**config.mk**
```make
export PLATFORM = sky130hd
export DESIGN_NAME = irq_entry_ctrl
export DESIGN_NICKNAME = d
export VERILOG_FILES = /design/src/rtl/irq_entry_pkg.sv /design/src/rtl/irq_pending_reg.sv /design/src/rtl/irq_mask_base.sv /design/src/rtl/irq_enable_ctl.sv /design/src/rtl/irq_entry_ctrl.sv
export SDC_FILE = /design/constraint.sdc
export NUM_CORES = 1
export LEC_CHECK = 0
export ABC_AREA = 0
export BUFFER_PORTS_ARGS = -buffer_cell sky130_fd_sc_hd__buf_2
export CORE_MARGIN = 2
export CORE_UTILIZATION = 50
export CTS_CLUSTER_SIZE = 40
export DETAILED_ROUTE_END_ITERATION = 16
export PLACE_DENSITY = 0.81
export SLEW_MARGIN = 40
export SYNTH_ARGS = -nofsm -noshare
export SYNTH_HDL_FRONTEND = slang
export SYNTH_SLANG_ARGS = --single-unit
```
**constraint.sdc**
```tcl
create_clock -name clk_i -period 2.4 [get_ports clk_i]
set_clock_uncertainty 0.05 [all_clocks]
set_input_delay 0.12 -clock clk_i [delete_from_list [all_inputs] [get_ports clk_i]]
set_output_delay 0.12 -clock clk_i [all_outputs]
set_load 0.01 [all_outputs]
```
**src/rtl/irq_entry_pkg.sv**
```systemverilog
package irq_entry_pkg;

    typedef enum logic [1:0] {
        SEL_PEND = 2'd0,
        SEL_MASK = 2'd1,
        SEL_ENAB = 2'd2,
        SEL_BASE = 2'd3
    } csr_sel_e;

    typedef struct packed {
        logic saved;
        logic gie;
    } ie_t;

endpackage

```
**src/rtl/irq_pending_reg.sv**
```systemverilog
module irq_pending_reg #(
    parameter int NLINES = 32
) (
    input  logic              clk_i,
    input  logic              rst_ni,
    input  logic [NLINES-1:0] lines_i,
    input  logic              clr_en_i,
    input  logic [NLINES-1:0] clr_bits_i,
    output logic [NLINES-1:0] pend_o
);

    typedef struct packed {
        logic [NLINES-1:0] pend;
    } pend_state_t;

    pend_state_t s_d, s_q;
    logic [NLINES-1:0] keep_w;

    // per-line cell: clear first, then set, so a live line dominates
    for (genvar g = 0; g < NLINES; g++) begin : g_cell
        assign keep_w[g] = s_q.pend[g] & ~(clr_en_i & clr_bits_i[g]);
    end

    always_comb begin
        s_d      = s_q;
        s_d.pend = keep_w | lines_i;
    end

    always_ff @(posedge clk_i) begin
        if (!rst_ni) s_q <= '0;
        else         s_q <= s_d;
    end

    assign pend_o = s_q.pend;

endmodule

```
**src/rtl/irq_mask_base.sv**
```systemverilog
module irq_mask_base #(
    parameter int NLINES     = 32,
    parameter int XLEN       = 32,
    parameter int BASE_ALIGN = 8,
    parameter int VEC_ID     = 6,
    parameter int SLOT_SHIFT = 5
) (
    input  logic              clk_i,
    input  logic              rst_ni,
    input  logic              mask_we_i,
    input  logic              base_we_i,
    input  logic [XLEN-1:0]   wdata_i,
    output logic [NLINES-1:0] mask_o,
    output logic [XLEN-1:0]   base_o,
    output logic [XLEN-1:0]   target_o
);

    localparam logic [XLEN-1:0] LOW_MASK = XLEN'((1 << BASE_ALIGN) - 1);
    localparam logic [XLEN-1:0] VEC_OFS  = XLEN'(VEC_ID) << SLOT_SHIFT;

    typedef struct packed {
        logic [NLINES-1:0] mask;
        logic [XLEN-1:0]   base;
    } mb_state_t;

    mb_state_t s_d, s_q;

    always_comb begin
        s_d = s_q;
        if (mask_we_i) s_d.mask = wdata_i[NLINES-1:0];
        if (base_we_i) s_d.base = wdata_i & ~LOW_MASK;
    end

    always_ff @(posedge clk_i) begin
        if (!rst_ni) s_q <= '0;
        else         s_q <= s_d;
    end

    assign mask_o   = s_q.mask;
    assign base_o   = s_q.base;
    assign target_o = s_q.base + VEC_OFS;

endmodule

```
**src/rtl/irq_enable_ctl.sv**
```systemverilog
module irq_enable_ctl
    import irq_entry_pkg::*;
#(
    parameter int XLEN = 32
) (
    input  logic            clk_i,
    input  logic            rst_ni,
    input  logic            take_i,
    input  logic            restore_i,
    input  logic            wr_i,
    input  logic [1:0]      wdata_i,
    input  logic [XLEN-1:0] pc_i,
    output ie_t             ie_o,
    output logic [XLEN-1:0] ret_o
);

    typedef struct packed {
        ie_t             ie;
        logic [XLEN-1:0] ret;
    } en_state_t;

    en_state_t s_d, s_q;

    always_comb begin
        s_d = s_q;
        if (take_i) begin
            s_d.ie.saved = 1'b1;
            s_d.ie.gie   = 1'b0;
            s_d.ret      = pc_i;
        end else if (restore_i) begin
            s_d.ie.gie   = s_q.ie.saved;
            s_d.ie.saved = 1'b0;
        end else if (wr_i) begin
            s_d.ie.saved = wdata_i[1];
            s_d.ie.gie   = wdata_i[0];
        end
    end

    always_ff @(posedge clk_i) begin
        if (!rst_ni) s_q <= '0;
        else         s_q <= s_d;
    end

    assign ie_o  = s_q.ie;
    assign ret_o = s_q.ret;

endmodule

```
**src/rtl/irq_entry_ctrl.sv**
```systemverilog
module irq_entry_ctrl
    import irq_entry_pkg::*;
#(
    parameter int NLINES     = 32,
    parameter int XLEN       = 32,
    parameter int VEC_ID     = 6,
    parameter int SLOT_SHIFT = 5,
    parameter int BASE_ALIGN = 8
) (
    input  logic              clk_i,
    input  logic              rst_ni,
    input  logic [NLINES-1:0] irq_lines_i,
    input  logic              insn_done_i,
    input  logic [XLEN-1:0]   pc_i,
    input  logic              restore_i,
    input  logic              csr_wr_i,
    input  logic [1:0]        csr_addr_i,
    input  logic [XLEN-1:0]   csr_wdata_i,
    output logic [XLEN-1:0]   csr_rdata_o,
    output logic              take_irq_o,
    output logic [XLEN-1:0]   target_o,
    output logic [XLEN-1:0]   ret_addr_o,
    output logic [1:0]        ie_o
);

    csr_sel_e          sel_w;
    logic [NLINES-1:0] pend_w;
    logic [NLINES-1:0] mask_w;
    logic [XLEN-1:0]   base_w;
    ie_t               ie_w;
    logic              take_w;

    assign sel_w = csr_sel_e'(csr_addr_i);

    irq_pending_reg #(.NLINES(NLINES)) pend_i (
        .clk_i     (clk_i),
        .rst_ni    (rst_ni),
        .lines_i   (irq_lines_i),
        .clr_en_i  (csr_wr_i && sel_w == SEL_PEND),
        .clr_bits_i(csr_wdata_i[NLINES-1:0]),
        .pend_o    (pend_w)
    );

    irq_mask_base #(
        .NLINES    (NLINES),
        .XLEN      (XLEN),
        .BASE_ALIGN(BASE_ALIGN),
        .VEC_ID    (VEC_ID),
        .SLOT_SHIFT(SLOT_SHIFT)
    ) mb_i (
        .clk_i    (clk_i),
        .rst_ni   (rst_ni),
        .mask_we_i(csr_wr_i && sel_w == SEL_MASK),
        .base_we_i(csr_wr_i && sel_w == SEL_BASE),
        .wdata_i  (csr_wdata_i),
        .mask_o   (mask_w),
        .base_o   (base_w),
        .target_o (target_o)
    );

    // entry decision at the instruction boundary
    always_comb begin
        take_w = insn_done_i && ie_w.gie && (|(mask_w & pend_w));
    end

    irq_enable_ctl #(.XLEN(XLEN)) en_i (
        .clk_i    (clk_i),
        .rst_ni   (rst_ni),
        .take_i   (take_w),
        .restore_i(restore_i),
        .wr_i     (csr_wr_i && sel_w == SEL_ENAB),
        .wdata_i  (csr_wdata_i[1:0]),
        .pc_i     (pc_i),
        .ie_o     (ie_w),
        .ret_o    (ret_addr_o)
    );

    always_comb begin
        unique case (sel_w)
            SEL_PEND: csr_rdata_o = XLEN'(pend_w);
            SEL_MASK: csr_rdata_o = XLEN'(mask_w);
            SEL_ENAB: csr_rdata_o = XLEN'(ie_w);
            default:  csr_rdata_o = base_w;
        endcase
    end

    assign take_irq_o = take_w;
    assign ie_o       = ie_w;

endmodule

```
==> Word level (Yosys, flattened, before mapping) <==
Index checks and enable logic that the tools add are counted.
Widths: inputs -> output; s select.
{ "totals": {"regBits": 122, "input_bits": 103, "output_inout_bits": 99, "wordCells": 124} }
{ "classes": {"add_sub_neg": 1, "n_eq_ne": 3, "mux": 4, "bitwise_logic": 99, "n_reduce_logical": 11} }
{ "op_table": {"columns": ["op", "n"], "rows": [
  ["$pmux 32 s3", 1],
  ["$and 1x1->1", 64],
  ["$not 1->1", 33],
  ["$add 32x8->32 const B", 1],
  ["$and 32x32->32", 1],
  ["$or 32x32->32", 1],
  ["$reduce_or 32->1", 1],
  ["$logic_and 1x1->1", 6],
  ["$mux 2", 3],
  ["$eq 2x2->1 const B", 2],
  ["$reduce_bool 3->1", 1],
  ["$eq 2x1->1 const B", 1],
  ["$logic_not 2->1", 1],
  ["$reduce_bool 2->1", 1],
  ["$reduce_or 2->1", 1]
]} }

==> Logic depth before layout (Yosys ltp) <==
Gate-level depths: netlist of the first run.
{ "depth": {"ltp_word": 6, "ltp_mapped": 7, "ltp_nobuf": 5} }

==> Modules after synthesis <==
A second synthesis of the first run with hierarchy kept.
{ "hier_totals": {"hier_cells": 599, "area_unflattened_um2": 5758.0} }
{ "modules_own_cells": {"columns": ["mod", "instances", "cells_per_inst", "area_per_inst_um2", "seq_area_each_um2"], "rows": [
  ["irq_mask_base", 1, 223, 2491.1, 1121.1],
  ["irq_enable_ctl", 1, 113, 1234.9, 680.7],
  ["irq_pending_reg", 1, 134, 1151.1, 640.6],
  ["irq_entry_ctrl", 1, 129, 880.8, 0.0]
]} }

==> Least setup slack after synthesis of the first run <==
Ideal clock, no wire load.
{ "synth_path": {"kind": "reg2reg", "from": "register pend_i.s_q, in the netlist pend_i.pend_o[25]", "to": "register en_i.s_q, in the netlist en_i.ie_o[1]", "setup_ps": 115, "arrival_ps": 1551, "required_time_ps": 2235, "setup_slack_ps": 685, "path_stages_with_launch": 8, "path_buffers": 2, "synth_period_minus_slack_ps": 1715, "path_cell_list": "dfxtp_1 > a22o_1 > a221oi_2 > nand4_1 > o311a_1 > buf_6 > buf_12 > o21a_1"} }
{ "synth_via": {"elab_chain_cells": 4, "elab_cells_between_ends": 5, "cone_classes": "1 x mux; 1 x bitwise; 3 x reduce/logical"} }
{ "synth_lines": {"columns": ["element", "line_no", "text"], "rows": [
  ["from (decl)", "irq_pending_reg.sv:16", "pend_state_t s_d, s_q;"],
  ["from (signal assigned)", "irq_pending_reg.sv:30", "if (!rst_ni) s_q <= '0;"],
  ["from (signal assigned)", "irq_pending_reg.sv:31", "else s_q <= s_d;"],
  ["$and 32x32->32 (*)", "irq_entry_ctrl.sv:63", "take_w = insn_done_i && ie_w.gie && (|(mask_w & pend_w));"],
  ["$reduce_or 32->1 (*)", "irq_entry_ctrl.sv:63", null],
  ["$logic_and 1x1->1 (*)", "irq_entry_ctrl.sv:63", null],
  ["net take_irq_o", "irq_entry_ctrl.sv:20", "output logic take_irq_o,"],
  ["$reduce_bool 3->1 (no source line) / $mux 2 (equally long branches)", null, null],
  ["to (signal assigned)", "irq_enable_ctl.sv:40", "if (!rst_ni) s_q <= '0;"],
  ["to (signal assigned)", "irq_enable_ctl.sv:41", "else s_q <= s_d;"],
  ["to (decl)", "irq_enable_ctl.sv:22", "en_state_t s_d, s_q;"]
]} }
Mark *: on every way through the listed nets, which the timed path passes. The rest lies on a longest branch.
A chain may end at the register's enable or synchronous reset.

==> Worst setup path after layout of the first run <==
{ "layout_path": {"from": "register mb_i.s_q, in the netlist mb_i.mask_o[23]", "to": "output take_irq_o"} }
{ "layout_via": {"elab_chain_cells": 3} }
{ "layout_lines": {"columns": ["element", "line_no", "text"], "rows": [
  ["from (decl)", "irq_mask_base.sv:26", "mb_state_t s_d, s_q;"],
  ["from (signal assigned)", "irq_mask_base.sv:35", "if (!rst_ni) s_q <= '0;"],
  ["from (signal assigned)", "irq_mask_base.sv:36", "else s_q <= s_d;"],
  ["$and 32x32->32", "irq_entry_ctrl.sv:63", null],
  ["$reduce_or 32->1", "irq_entry_ctrl.sv:63", null],
  ["$logic_and 1x1->1", "irq_entry_ctrl.sv:63", null],
  ["to (decl)", "irq_entry_ctrl.sv:20", null]
]} }
Every way passes these cells.

==> flow_summary.json, run 1 <==
{
  "status": "finished clean",
  "rsz0062_at_grt": "true",
  "global_route.usage.total": 0.305,
  "clkLatencyLatePin_ns": 0.51,
  "dp_slack_ns": 0.507,
  "final_weighted_congestion_of_routability_driven_global_placement": 0.782,
  "synth_area_leader_cell": "sky130_fd_sc_hd__dfxtp_1",
  "die_height_um": 109,
  "setup.worst_path.start_class": "flop",
  "floorplan.initialDensity": 0.508,
  "antenna_cells": 0,
  "timing.critical_path.required_ns": 2.23,
  "yosys-top-cells-area": "sky130_fd_sc_hd__dfxtp_1 (45%), sky130_fd_sc_hd__nand2_1 (16%), sky130_fd_sc_hd__mux2i_1 (12%)",
  "ir_worst_vdd_v": 0.000459,
  "cts_made_buffers": 17,
  "synth-edff-count": 0,
  "final_cell_area_excluding_filler_cells_um2": 8480,
  "synth.avg_cell_area_um2": 8.25,
  "setup-violations-final": 0,
  "synth.most_common_cell": "sky130_fd_sc_hd__nand2_1",
  "antenna_violations_before_repair": 0,
  "placed_cell_area_um2": 6510,
  "detailed_placement_wirelength_estimate_um": 10400,
  "ant_nets": 0,
  "hp-class": "in2reg",
  "final_hold_violations": 0,
  "drc": 0,
  "routedWlPerCell_um": 16.2,
  "die_area_um2": 11800,
  "fp-row-count": 38,
  "power_leakage_nw": 3.77,
  "timing_worst_slew_pin_value_ns": 0.549,
  "io_buffer_count": 193,
  "numPlacedInstances": 964,
  "cts.sinks": 122,
  "clock_tree_from_tritoncts": "built",
  "clk_root_buffer_cell": "sky130_fd_sc_hd__clkbuf_8",
  "finalNonFillerCells": 1126,
  "syn_warnings": 0,
  "die_w_um": 109,
  "criticalPathCategory": "reg2out",
  "io_pins": 202,
  "yosysTopAreaCellShare": 0.445,
  "finalMaxSlewViolations": 0,
  "cellPowerDensity_nw_per_um2": 665,
  "count_of_vias_placed_by_the_detailed_router": 5916,
  "cts-root-to-sink-buffers": 2,
  "routed_wirelength_um": 18300,
  "syn2layout_area_growth_pct": 54.6,
  "cts-htree-levels": 4,
  "mapped_cells": 665,
  "worst_case_setup_margin_in_the_final_layout_ns": 0.0444,
  "synth_cell_types": 27,
  "grt_pass1_vias": 5823,
  "core_region_area_um2": 10800,
  "grt_start_max_net_pins": 57,
  "layout-drive-gt1-share": 0.255,
  "drv_cap": 0,
  "postSynthRegisterBits": 122,
  "share_of_synthesized_area_occupied_by_flip_flops_and_latches": 0.445,
  "drt_first_iter_violations": 436,
  "maximum_fanout_along_the_worst_path": 4,
  "clkTransAtPathRegs_ns": 0.06,
  "synthFlopType": "sky130_fd_sc_hd__dfxtp_1",
  "post-route-min-period_ns": 2.36,
  "async_reset_ff_frac": 0,
  "netlist_area_um2": 5480,
  "wire_length_of_the_first_global_routing_pass_um": 28000,
  "grt_overflow_total": 0,
  "final_net_count": 1076,
  "synth_top_cells_by_count": "sky130_fd_sc_hd__nand2_1 (238), sky130_fd_sc_hd__dfxtp_1 (122), sky130_fd_sc_hd__mux2i_1 (65)",
  "drt_first_pass_iters": 6,
  "fmaxAchievable_ghz": 0.425,
  "worst-endpoint-arrival_ns": 2.19,
  "avgViaCountPerCell": 5.25,
  "finalCritPeriodShare": 0.982,
  "timing.slew.headroom": 0.634,
  "cp-end-kind": "primary output"
}
[logic make-up (layout without fill, tap and decap cells)]
family,Yosys count,after routing,share of synthesized area
and+or+nand+nor,287,287,0.217
AOI/OAI and AO/OA,134,134,0.163
DFF,122,122,0.445
muxes,65,65,0.119
buffers and inverters,55,370,0.0545
other,2,8,0.00137
[through the flow]
stage	hold WS, ns	utilization	TNS [ns]	power [W]
floorplan	0.205	-	0	0.00248
CTS	0.0373	0.780	0	0.00562
detailed placement	0.304	0.603	0	0.00270
global route	0.0344	0.786	-0.0200	0.00581
global placement	0.297	0.603	0	0.00269
finish	0.0553	0.786	0	0.00564
[repair_timing]
| action | CTS | global route |
|---|---|---|
| setup endpoints to repair | 0 | 1 |
| hold buffers | 126 | 0 |
| setup buffers | 0 | 3 |
| endpoints found under the hold margin | 122 | 0 |
| resized for setup | 0 | 3 |
[layout make-up]
| cell class | count | area [um^2] |
|---|---|---|
| clock buffers | 18 | 428 |
| clock inverters | 14 | 219 |
| fillers | 657 | 2310 |
| multi-input cells | 494 | 2780 |
| flip-flops and latches | 122 | 2440 |
| well taps | 140 | 175 |
| repair buffers | 338 | 2430 |
[placed cells by master (no fill, tap or decap)]
cell type,instances
sky130_fd_sc_hd__clkinv_4,3
sky130_fd_sc_hd__nor2_1,6
sky130_fd_sc_hd__buf_4,16
sky130_fd_sc_hd__buf_12,3
sky130_fd_sc_hd__conb_1,8
sky130_fd_sc_hd__clkinvlp_4,2
sky130_fd_sc_hd__and3_1,1
sky130_fd_sc_hd__o21ai_0,1
sky130_fd_sc_hd__mux2i_1,65
sky130_fd_sc_hd__o311a_4,1
sky130_fd_sc_hd__and3b_1,2
sky130_fd_sc_hd__nand3_1,1
sky130_fd_sc_hd__a21oi_1,33
sky130_fd_sc_hd__o21ai_1,26
sky130_fd_sc_hd__buf_2,191
sky130_fd_sc_hd__a21boi_1,56
sky130_fd_sc_hd__and2_1,1
sky130_fd_sc_hd__bufinv_16,5
sky130_fd_sc_hd__clkinv_2,2
sky130_fd_sc_hd__nor2b_1,33
sky130_fd_sc_hd__a22o_1,4
sky130_fd_sc_hd__o21a_1,1
sky130_fd_sc_hd__buf_6,1
sky130_fd_sc_hd__a221oi_2,4
sky130_fd_sc_hd__nand2_1,238
sky130_fd_sc_hd__nand3b_1,1
sky130_fd_sc_hd__dfxtp_2,1
sky130_fd_sc_hd__clkbuf_16,17
sky130_fd_sc_hd__dfxtp_1,121
sky130_fd_sc_hd__nor3b_2,1
sky130_fd_sc_hd__inv_6,2
sky130_fd_sc_hd__dlygate4sd3_1,126
sky130_fd_sc_hd__a22oi_1,8
sky130_fd_sc_hd__nand4_1,3
sky130_fd_sc_hd__clkbuf_8,2
[flip-flops by register name (all words and copies together), names as in the netlist]
name and count:
en_i.ret_o 32, pend_i.pend_o 32, en_i.ie_o 2, mb_i.base_o 24, mb_i.mask_o 32
[per-layer routing]
layer / part of all wire / vias to the layer above / wire [um] / global-route usage
met5: 0 / - / 0 / 0
met2: 0.49 / 327 / 8980 / 0.532
met1: 0.39 / 2717 / 7120 / 0.352
li1: - / 2814 / - / -
met3: 0.086 / 58 / 1570 / 0.0729
met4: 0.034 / 0 / 615 / 0.140
[report_power, final]
group / leakage [nW] / internal [W] / switching [W] / total, W
combinational: 2.46 / 0.000367 / 0.000329 / 0.000696
sequential: 0.998 / 0.00210 / 0.0000630 / 0.00216
clock: 0.312 / 0.00183 / 0.000950 / 0.00278
total: 3.77 / 0.00429 / 0.00134 / 0.00564
[final timing paths]
check / startpoint / end / slack, ns / cells past startpoint
hold / removal: insn_done_i / en_i.ie_o[0] / 0.06 / 3
setup reg to reg: mb_i.mask_o[23] / en_i.ret_o[0] / 0.28 / 7
hold reg to reg: en_i.ret_o[30] / en_i.ret_o[30] / 0.40 / 2
setup / recovery: mb_i.mask_o[23] / take_irq_o / 0.04 / 6
[critical path, stage by stage, from the launching register on]
cell                       delay, ns
sky130_fd_sc_hd__dfxtp_2        0.32
sky130_fd_sc_hd__a22o_1         0.24
sky130_fd_sc_hd__a221oi_2       0.27
sky130_fd_sc_hd__nand4_1        0.18
sky130_fd_sc_hd__o311a_4        0.41
sky130_fd_sc_hd__buf_12         0.14
sky130_fd_sc_hd__buf_6          0.11
Power figures use the tool's default switching activity.
==> run 2: changes to the inputs <==
--- a/config.mk
+++ b/config.mk
@@ -12,6 +12,7 @@
 export CTS_CLUSTER_SIZE = 40
 export DETAILED_ROUTE_END_ITERATION = 16
 export PLACE_DENSITY = 0.81
+export SETUP_SLACK_MARGIN = 0.15
 export SLEW_MARGIN = 40
 export SYNTH_ARGS = -nofsm -noshare
 export SYNTH_HDL_FRONTEND = slang
==> run 2 against run 1 <==
Global-route usage rose by 0.75 points; worst setup slack better by 0.027 ns; sequential share of layout area fell by 0.051 points; first-iteration DRC count grew 0.46%; combinational power about the same; utilization increased by 0.14 points.
==> flow_summary.json, run 2 (same netlist as run 1, synthesis figures left out) <==
{
  "worstPathBufferInverterCount": 2,
  "setup_total_negative_slack_ns": 0,
  "hp-class": "in2reg",
  "ir_worst_vdd_v": 0.000460,
  "fp-row-count": 38,
  "clock_tree_from_tritoncts": "built",
  "die_height_um": 109,
  "worst_path_max_delay_cell": "sky130_fd_sc_hd__o311a_4",
  "final_weighted_congestion_of_routability_driven_global_placement": 0.782,
  "wire_length_of_the_first_global_routing_pass_um": 28600,
  "critical-path-top-delay-family": "compound AO/OA/AOI/OAI gates",
  "core_region_area_um2": 10800,
  "min_from": "rst_ni",
  "count_of_vias_placed_by_the_detailed_router": 5972,
  "cellPowerDensity_nw_per_um2": 665,
  "nFillCells": 659,
  "cts_made_buffers": 17,
  "routedWlPerCell_um": 16.4,
  "drt_first_iter_violations": 438,
  "max_incr_delay_on_cp_ns": 0.37,
  "antenna_violations_before_repair": 0,
  "grt_start_max_net_pins": 57,
  "power_leakage_nw": 3.78,
  "post-route-min-period_ns": 2.33,
  "avgViaCountPerCell": 5.30,
  "numPlacedInstances": 964,
  "die_area_um2": 11800,
  "rsz0062_at_grt": "true",
  "cp-end-kind": "primary output",
  "total_power_w": 0.00565,
  "startpoint_of_the_worst_setup_timing_path": "mb_i.mask_o[23]",
  "global_route.usage.total": 0.312,
  "floorplan.initialDensity": 0.508,
  "syn2layout_area_growth_pct": 54.9,
  "finalCritPeriodShare": 0.970,
  "worst-endpoint-arrival_ns": 2.16,
  "timing.slew.headroom": 0.634,
  "timing_worst_slew_pin_value_ns": 0.549,
  "ff2ff_setup_slack_ns": 0.13,
  "drt_first_pass_iters": 8,
  "criticalPathCategory": "reg2out",
  "finalNonFillerCells": 1127,
  "worst_case_setup_margin_in_the_final_layout_ns": 0.0715,
  "grt_pass1_vias": 5957,
  "fmaxAchievable_ghz": 0.429,
  "io_pins": 202,
  "clk_root_buffer_cell": "sky130_fd_sc_hd__clkbuf_8",
  "hold_slack_ns": 0.0690,
  "io_buffer_count": 193,
  "layout-drive-gt1-share": 0.255,
  "drc": 0,
  "layout.cells.most_common": "sky130_fd_sc_hd__nand2_1",
  "cts.sinks": 122,
  "routed_wirelength_um": 18500,
  "reg2reg_from": "mb_i.mask_o[23]",
  "timing.critical_path.required_ns": 2.23,
  "cts-root-to-sink-buffers": 2,
  "antenna_cells": 0,
  "layout_common_cells": "sky130_fd_sc_hd__nand2_1 (238), sky130_fd_sc_hd__buf_2 (191), sky130_fd_sc_hd__dlygate4sd3_1 (126), sky130_fd_sc_hd__dfxtp_1 (121), sky130_fd_sc_hd__mux2i_1 (65)",
  "setup.worst_path.start_class": "flop",
  "clkTransAtPathRegs_ns": 0.06,
  "die_w_um": 109,
  "drv_cap": 0,
  "clkLatencyLatePin_ns": 0.51,
  "ant_nets": 0,
  "maximum_fanout_along_the_worst_path": 2,
  "final_net_count": 1077,
  "final_hold_violations": 0,
  "grt_overflow_total": 0,
  "detailed_placement_wirelength_estimate_um": 10400,
  "cp_cell_sequence": "a22o_1 -> a221oi_2 -> nand4_1 -> o311a_4 -> buf_12 -> buf_6",
  "cts-htree-levels": 4,
  "dp_slack_ns": 0.507,
  "finalMaxSlewViolations": 0,
  "setup-violations-final": 0,
  "status": "finished clean"
}
==> run 2: worst reg2reg max path: cells and delay by family, from the launching register on <==
family | cells | cell delay, ns
AO/OA/AOI/OAI | 3 | 0.89
buffers and inverters | 3 | 0.56
flip-flops | 1 | 0.32
multiplexers | 1 | 0.19
AND/OR/NAND/NOR | 1 | 0.20
==> run 2: layer usage <==
metal | track usage | share of wire | wire length [um]
met2 | 0.549 | 0.49 | 9060
met3 | 0.0879 | 0.083 | 1540
met4 | 0.136 | 0.033 | 606
met1 | 0.352 | 0.39 | 7250
met5 | 0 | 0 | 0
==> run 2: worst paths after layout <==
check / endpoint / depth (start not counted)
hold reg to reg: en_i.ret_o[30] / 2
setup / recovery: take_irq_o / 6
setup reg to reg: en_i.ret_o[1] / 8
hold / removal: en_i.ret_o[18] / 3
==> run 2: power by group <==
| part | switching [W] | total [W] | internal [W] |
|---|---|---|---|
| Clock | 0.000959 | 0.00278 | 0.00183 |
| Combinational | 0.000331 | 0.000699 | 0.000368 |
| Sequential | 0.0000636 | 0.00216 | 0.00210 |
| Total | 0.00135 | 0.00565 | 0.00429 |
==> run 2: per-stage QoR <==
step / util / area [um^2]
after floorplan: - / 5510
after global placement: 0.603 / 6510
after detailed placement: 0.603 / 6510
after CTS: 0.786 / 8490
after global routing: 0.787 / 8500
final: 0.787 / 8500
==> run 2: area by class of cell <==
cell class / count / area (um^2) / share of cell area
Tap cell: 140 / 175 / 0.0206
Multi-Input combinational cell: 494 / 2780 / 0.327
Timing Repair Buffer: 339 / 2450 / 0.288
Clock buffer: 18 / 428 / 0.0504
Clock inverter: 14 / 219 / 0.0258
Sequential cell: 122 / 2440 / 0.288
==> run 2: what timing repair did <==
action / 4_1_cts / 5_1_grt
pin swaps: 3 / 2
endpoints found under the setup margin: 1 / 1
endpoints found under the hold margin: 122 / 0
cloned: 1 / 0
gates resized for setup: 3 / 0
setup buffers: 3 / 1
hold buffers: 126 / 0
